--- src/rtl/rtc_irq_pkg.sv ---
package rtc_irq_pkg;

    // Command register field positions (bit order is software-visible)
    localparam int unsigned CMD_W     = 8;
    localparam int unsigned BIT_UPD   = 7;
    localparam int unsigned BIT_SWAP  = 6;
    localparam int unsigned BIT_BHIGH = 5;
    localparam int unsigned BIT_PULSE = 4;
    localparam int unsigned BIT_WMASK = 3;
    localparam int unsigned BIT_TMASK = 2;
    localparam int unsigned BIT_WFLAG = 1;
    localparam int unsigned BIT_TFLAG = 0;

    // Number of interrupt pins; index 0 is pin A, index 1 is pin B
    localparam int unsigned NUM_PINS  = 2;

    typedef enum logic [1:0] {
        PIN_IDLE  = 2'd0,
        PIN_LEVEL = 2'd1,
        PIN_PULSE = 2'd2
    } pin_state_e;

endpackage

--- src/rtl/rtc_cmd_regs.sv ---
module rtc_cmd_regs
    import rtc_irq_pkg::*;
#(
    parameter int unsigned        ADDR_W   = 4,
    parameter logic [ADDR_W-1:0]  CMD_ADDR = 'hB,
    parameter logic [ADDR_W-1:0]  TOD_A0   = 'h3,
    parameter logic [ADDR_W-1:0]  TOD_A1   = 'h5,
    parameter logic [ADDR_W-1:0]  TOD_A2   = 'h7,
    parameter logic [ADDR_W-1:0]  WD_A0    = 'hC,
    parameter logic [ADDR_W-1:0]  WD_A1    = 'hD
) (
    input  logic              clk,
    input  logic              rst_n,
    input  logic              sel,
    input  logic              we,
    input  logic [ADDR_W-1:0] addr,
    input  logic [CMD_W-1:0]  wdata,
    input  logic              tod_hit,
    input  logic              wd_hit,
    output logic [CMD_W-1:0]  cmd_q,
    output logic [CMD_W-1:0]  rdata
);

    localparam int unsigned CFG_LO = BIT_TMASK;
    localparam int unsigned CFG_W  = CMD_W - CFG_LO;

    logic [CFG_W-1:0] cfg_q;
    logic             tflag_q;
    logic             wflag_q;
    logic             cfg_wr;
    logic             tod_touch;
    logic             wd_touch;
    logic             wdata_unused;

    // Flag bits of the write data are discarded on purpose
    assign wdata_unused = ^wdata[CFG_LO-1:0];

    always_comb begin
        cfg_wr    = sel && we && (addr == CMD_ADDR);
        tod_touch = sel && ((addr == TOD_A0) || (addr == TOD_A1) || (addr == TOD_A2));
        wd_touch  = sel && ((addr == WD_A0) || (addr == WD_A1));
    end

    // Configuration field: only software writes change it
    always_ff @(posedge clk or negedge rst_n) begin
        if (!rst_n) begin
            cfg_q <= '0;
        end else if (cfg_wr) begin
            cfg_q <= wdata[CMD_W-1:CFG_LO];
        end
    end

    // Sticky flags: a strobe wins over a same-cycle clearing access
    always_ff @(posedge clk or negedge rst_n) begin
        if (!rst_n) begin
            tflag_q <= 1'b0;
        end else if (tod_hit) begin
            tflag_q <= 1'b1;
        end else if (tod_touch) begin
            tflag_q <= 1'b0;
        end
    end

    always_ff @(posedge clk or negedge rst_n) begin
        if (!rst_n) begin
            wflag_q <= 1'b0;
        end else if (wd_hit) begin
            wflag_q <= 1'b1;
        end else if (wd_touch) begin
            wflag_q <= 1'b0;
        end
    end

    always_comb begin
        cmd_q            = '0;
        cmd_q[CMD_W-1:CFG_LO] = cfg_q;
        cmd_q[BIT_WFLAG] = wflag_q;
        cmd_q[BIT_TFLAG] = tflag_q;
    end

    always_comb begin
        if (sel && !we && (addr == CMD_ADDR)) begin
            rdata = cmd_q;
        end else begin
            rdata = '0;
        end
    end

endmodule

--- src/rtl/rtc_irq_route.sv ---
module rtc_irq_route
    import rtc_irq_pkg::*;
(
    input  logic [CMD_W-1:0]    cmd,
    input  logic                tod_hit,
    input  logic                wd_hit,
    output logic [NUM_PINS-1:0] lvl_cond,
    output logic [NUM_PINS-1:0] trig
);

    logic tod_lvl;
    logic wd_lvl;
    logic tod_trg;
    logic wd_trg;

    // Mask gates only the pin path; flags are untouched here
    always_comb begin
        tod_lvl = cmd[BIT_TFLAG] && !cmd[BIT_TMASK];
        wd_lvl  = cmd[BIT_WFLAG] && !cmd[BIT_WMASK];
        tod_trg = tod_hit && !cmd[BIT_TMASK];
        wd_trg  = wd_hit  && !cmd[BIT_WMASK];
    end

    // Swap bit set: pin A <- time-of-day, pin B <- watchdog
    always_comb begin
        if (cmd[BIT_SWAP]) begin
            lvl_cond = {wd_lvl,  tod_lvl};
            trig     = {wd_trg,  tod_trg};
        end else begin
            lvl_cond = {tod_lvl, wd_lvl};
            trig     = {tod_trg, wd_trg};
        end
    end

endmodule

--- src/rtl/rtc_pin_fsm.sv ---
module rtc_pin_fsm
    import rtc_irq_pkg::*;
#(
    parameter int unsigned PULSE_TICKS = 3
) (
    input  logic clk,
    input  logic rst_n,
    input  logic pulse_mode,
    input  logic lvl_cond,
    input  logic trig,
    input  logic tick,
    output logic active
);

    localparam int unsigned CNT_W = $clog2(PULSE_TICKS + 1);
    localparam logic [CNT_W-1:0] LAST_TICK = CNT_W'(PULSE_TICKS - 1);

    pin_state_e       state_q;
    pin_state_e       state_d;
    logic [CNT_W-1:0] cnt_q;
    logic [CNT_W-1:0] cnt_d;

    // State register
    always_ff @(posedge clk or negedge rst_n) begin
        if (!rst_n) begin
            state_q <= PIN_IDLE;
            cnt_q   <= '0;
        end else begin
            state_q <= state_d;
            cnt_q   <= cnt_d;
        end
    end

    // Next state
    always_comb begin
        state_d = state_q;
        cnt_d   = cnt_q;
        unique case (state_q)
            PIN_IDLE: begin
                if (pulse_mode) begin
                    if (trig) begin
                        state_d = PIN_PULSE;
                        cnt_d   = '0;
                    end
                end else if (lvl_cond) begin
                    state_d = PIN_LEVEL;
                end
            end
            PIN_LEVEL: begin
                if (pulse_mode || !lvl_cond) begin
                    state_d = PIN_IDLE;
                end
            end
            PIN_PULSE: begin
                if (!pulse_mode) begin
                    state_d = lvl_cond ? PIN_LEVEL : PIN_IDLE;
                end else if (tick) begin
                    if (cnt_q == LAST_TICK) begin
                        state_d = PIN_IDLE;
                    end else begin
                        cnt_d = cnt_q + 1'b1;
                    end
                end
            end
            default: begin
                state_d = PIN_IDLE;
            end
        endcase
    end

    // Outputs
    always_comb begin
        active = (state_q != PIN_IDLE);
    end

endmodule

--- src/rtl/rtc_irq_ctrl.sv ---
module rtc_irq_ctrl
    import rtc_irq_pkg::*;
#(
    parameter int unsigned        ADDR_W      = 4,
    parameter logic [ADDR_W-1:0]  CMD_ADDR    = 'hB,
    parameter logic [ADDR_W-1:0]  TOD_A0      = 'h3,
    parameter logic [ADDR_W-1:0]  TOD_A1      = 'h5,
    parameter logic [ADDR_W-1:0]  TOD_A2      = 'h7,
    parameter logic [ADDR_W-1:0]  WD_A0       = 'hC,
    parameter logic [ADDR_W-1:0]  WD_A1       = 'hD,
    parameter int unsigned        PULSE_TICKS = 3
) (
    input  logic              clk_i,
    input  logic              rst_ni,
    input  logic              bus_sel_i,
    input  logic              bus_we_i,
    input  logic [ADDR_W-1:0] bus_addr_i,
    input  logic [7:0]        bus_wdata_i,
    output logic [7:0]        bus_rdata_o,
    input  logic              tod_hit_i,
    input  logic              wdog_hit_i,
    input  logic              tick_i,
    output logic              update_en_o,
    output logic              pin_a_o,
    output logic              pin_b_o
);

    logic [CMD_W-1:0]    cmd_q;
    logic [NUM_PINS-1:0] lvl_cond;
    logic [NUM_PINS-1:0] trig;
    logic [NUM_PINS-1:0] pin_act;

    rtc_cmd_regs #(
        .ADDR_W   (ADDR_W),
        .CMD_ADDR (CMD_ADDR),
        .TOD_A0   (TOD_A0),
        .TOD_A1   (TOD_A1),
        .TOD_A2   (TOD_A2),
        .WD_A0    (WD_A0),
        .WD_A1    (WD_A1)
    ) regs_i (
        .clk     (clk_i),
        .rst_n   (rst_ni),
        .sel     (bus_sel_i),
        .we      (bus_we_i),
        .addr    (bus_addr_i),
        .wdata   (bus_wdata_i),
        .tod_hit (tod_hit_i),
        .wd_hit  (wdog_hit_i),
        .cmd_q   (cmd_q),
        .rdata   (bus_rdata_o)
    );

    rtc_irq_route route_i (
        .cmd      (cmd_q),
        .tod_hit  (tod_hit_i),
        .wd_hit   (wdog_hit_i),
        .lvl_cond (lvl_cond),
        .trig     (trig)
    );

    for (genvar p = 0; p < NUM_PINS; p++) begin : g_pin
        rtc_pin_fsm #(
            .PULSE_TICKS (PULSE_TICKS)
        ) fsm_i (
            .clk        (clk_i),
            .rst_n      (rst_ni),
            .pulse_mode (cmd_q[BIT_PULSE]),
            .lvl_cond   (lvl_cond[p]),
            .trig       (trig[p]),
            .tick       (tick_i),
            .active     (pin_act[p])
        );
    end

    // Pin drivers: A is fixed active-low, B polarity is programmable
    always_comb begin
        update_en_o = cmd_q[BIT_UPD];
        pin_a_o     = !pin_act[0];
        pin_b_o     = cmd_q[BIT_BHIGH] ? pin_act[1] : !pin_act[1];
    end

endmodule

--- config.mk ---
export PLATFORM = sky130hd
export DESIGN_NAME = rtc_irq_ctrl
export DESIGN_NICKNAME = d
export VERILOG_FILES = /design/src/rtl/rtc_irq_pkg.sv /design/src/rtl/rtc_cmd_regs.sv /design/src/rtl/rtc_irq_route.sv /design/src/rtl/rtc_pin_fsm.sv /design/src/rtl/rtc_irq_ctrl.sv
export SDC_FILE = /design/constraint.sdc
export NUM_CORES = 1
export LEC_CHECK = 0
export CORE_MARGIN = 2
export CORE_UTILIZATION = 30
export CTS_CLUSTER_SIZE = 16
export DETAILED_ROUTE_END_ITERATION = 6
export DONT_BUFFER_PORTS = 1
export GPL_TIMING_DRIVEN = 1
export MAX_ROUTING_LAYER = met4
export SETUP_SLACK_MARGIN = 0.2
export SLEW_MARGIN = 25
export SYNTH_ARGS = -nofsm -noshare
export SYNTH_HDL_FRONTEND = slang
export SYNTH_SLANG_ARGS = --single-unit
export TNS_END_PERCENT = 1
--- constraint.sdc ---
create_clock -name clk_i -period 3.4 [get_ports clk_i]
set_input_delay 0.34 -clock clk_i [delete_from_list [all_inputs] [get_ports clk_i]]
set_output_delay 0.34 -clock clk_i [all_outputs]
set_load 0.02 [all_outputs]
==> impl_metrics.py <==
metrics = {
    "synthesis": {
        "yosysMostFrequentCell": "dfrtp_1",
        "ys_seq_area_share_pct": 42.8,
        "syn_nets": 107,
        "ys_seq_elements": 16,
        "synth_area_um2": 936,
        "ys_warn_count": 0,
        "synthTopCellsByArea": "dfrtp_1, mux2_4, and2_1",
        "syn_avg_cell_area_um2": 10.9,
        "yosysTopAreaCell": "dfrtp_1",
        "ys_types": 34,
        "async_flop_share_pct": 100,
        "synth_flop_cell": "dfrtp_1",
        "synthCells": 86,
        "synth_common_cells": "dfrtp_1, inv_1, and2_1",
        "yosysTopAreaCellShare_pct": 42.8,
        "synth-edff-count": 0,
    },
    "timing": {
        "finalSetupViolCount": 0,
        "clock_skew_ps": 5.66,
        "max-slew-margin-rel_pct": 40.6,
        "fin_crit_ps": 1880,
        "max_freq_ghz": 0.532,
        "timing.hold.ws_ps": 151,
        "slew_violations": 0,
        "totalNegativeSetupSlack_ps": 0,
        "finalHoldViolations": 0,
        "tightest_slew_ps": 883,
        "rsz0062_at_grt": "no",
        "min_period_over_period_pct": 55.3,
    },
    "clocking": {
        "postCtsHoldBufs": 1,
        "clk_pin_slew_ps": 90,
        "clk_latency_ps": 280,
        "cts_sinks": 16,
        "numCtsBuffers": 3,
        "cts-htree-levels": 1,
        "cts_tree": "built",
        "cts.path.max_buffers": 2,
        "post_cts_buffers": 0,
        "root_buffer": "clkbuf_4",
        "cts_resized": 0,
    },
    "global_route": {
        "grt_pass1_wl_um": 3130,
        "grt_usage_pct": 12.0,
        "grt_antenna_before_repair": 0,
        "grt_pass1_vias": 692,
        "grt_max_degree": 17,
        "grt_overflow_total": 0,
    },
    "hold_path": {
        "min_path_type": "in2reg",
    },
    "floorplanning": {
        "start_util_pct": 31.2,
        "dieArea_um2": 3580,
        "coreArea_um2": 3000,
        "die_h_um": 59.9,
        "row_count": 20,
        "ios": 30,
        "fp.dieW_um": 59.9,
    },
    "routing": {
        "drc": 0,
        "post_drt_wl_per_cell_um": 15.0,
        "drt_iter0_drc": 9,
        "vias": 685,
        "ant_nets": 0,
        "dr.pass1.iters": 4,
        "vias_per_cell": 5.66,
        "wirelength_um": 1820,
    },
    "worst_setup_path": {
        "startpoint_type": "flop",
        "cp_top_family": "simple AND/OR/NAND/NOR gates",
        "crit_required_ps": 3060,
        "crit_slowest_cell": "nor4_1",
        "slowest_delay_ps": 770,
        "crit_chain": "inv_1 -> nor4_1",
        "worstPathArrival_ps": 1540,
        "path_max_fanout": 4,
        "endpoint_kind": "primary output",
        "crit_type": "reg2out",
        "path_buf_inv": 1,
    },
    "finish": {
        "diodes": 0,
        "area_growth_pct": 7.22,
        "fill_cells": 311,
        "drive_gt1_share_pct": 11.4,
        "final_nets": 110,
    },
    "placed_design": {
        "gp_congestion": 0.762,
        "io_buffers": 0,
        "place_hpwl_um": 1390,
    },
    "power_and_ir_drop": {
        "max-vdd-ir-drop_mv": 0.211,
        "p_per_area_nw_per_um2": 544,
        "p_leak_nw": 0.447,
    },
    "outcome": {
        "status": "complete, no violations",
    },
    "job": {
        "maxCapViolCount": 0,
    },
}
-- flip-flops by register name, summed over array words and instances (netlist names) --
signal,count
regs_i.cfg_q,6
g_pin.fsm_i.cnt_q,4
g_pin.fsm_i.state_q,4
regs_i.tflag_q,1
regs_i.wflag_q,1
-- power breakdown --
part	switching [mW]	internal, mW
Clock	0.0575	0.0651
Combinational	0.0721	0.0749
Sequential	0.0477	0.228
-- worst reg2reg max path: stages, from the launching register on --
cell and delay (ps):
dfrtp_1 360, inv_1 70, ha_1 220, or4bb_1 530, o22ai_1 150, a22o_1 160
-- area by class of cell --
cell class | instances | area [um^2] | area share, %
Clock buffer | 4 | 36.3 | 3.62
Inverter | 8 | 30.0 | 2.99
Multi-Input combinational cell | 59 | 485 | 48.4
Sequential cell | 16 | 400 | 39.9
Tap cell | 33 | 41.3 | 4.11
Timing Repair Buffer | 1 | 10.0 | 0.998
-- layout by cell type (no fill, tap or decap), drive strengths merged, types with 2 or more instances in the layout --
cell	instances
dfrtp	16
inv	8
and2	7
mux2	6
nand4b	5
nor2b	5
clkbuf	4
nand3b	3
nor2	2
nor3b	2
a31oi	2
a21o	2
and3b	2
a22o	2
nand2b	2
o211ai	2
ha	2
-- cell families after synthesis --
group / share of synthesized area, %
flops: 42.8
fa+ha+maj: 2.67
xor+xnor: 0.936
compound gates: 12.2
buf+inv: 5.35
mux: 10.7
simple gates: 25.4
-- per-layer routing --
layer	global-route usage, %	part of all wire (%)	routed length (um)	up-vias
met5	-	0	0	-
met4	4.13	0.66	12	0
met3	3.25	6.2	112	2
met2	18.6	48	880	25
met1	14.9	45	811	335
li1	-	-	-	323
-- worst paths after layout --
| kind | to | depth (start not counted) | slack (ps) | startpoint |
|---|---|---|---|---|
| setup / recovery | bus_rdata_o[2] | 2 | 1520 | regs_i.cfg_q[0] |
| hold / removal | regs_i.wflag_q | 1 | 150 | wdog_hit_i |
| setup reg to reg | g_pin[0].fsm_i.cnt_q[1] | 5 | 1840 | g_pin[0].fsm_i.cnt_q[0] |
| hold reg to reg | g_pin[0].fsm_i.state_q[0] | 1 | 510 | g_pin[0].fsm_i.state_q[0] |
| max in group asynchronous | regs_i.tflag_q | 1 | 2390 | rst_ni |
| min in group asynchronous | g_pin[1].fsm_i.cnt_q[1] | 1 | 550 | rst_ni |
-- per-stage QoR --
step	std cells	area, um^2	setup WS, ps	power [mW]	util, %
final	121	1000	1520	0.546	33.4
after global routing	121	1000	1430	0.589	33.4
after CTS	121	1000	1500	0.555	33.4
after detailed placement	116	957	1690	0.424	31.9
after global placement	116	957	1770	0.418	31.9
after floorplan	86	936	1900	0.397	-
Power figures use the tool's default switching activity.
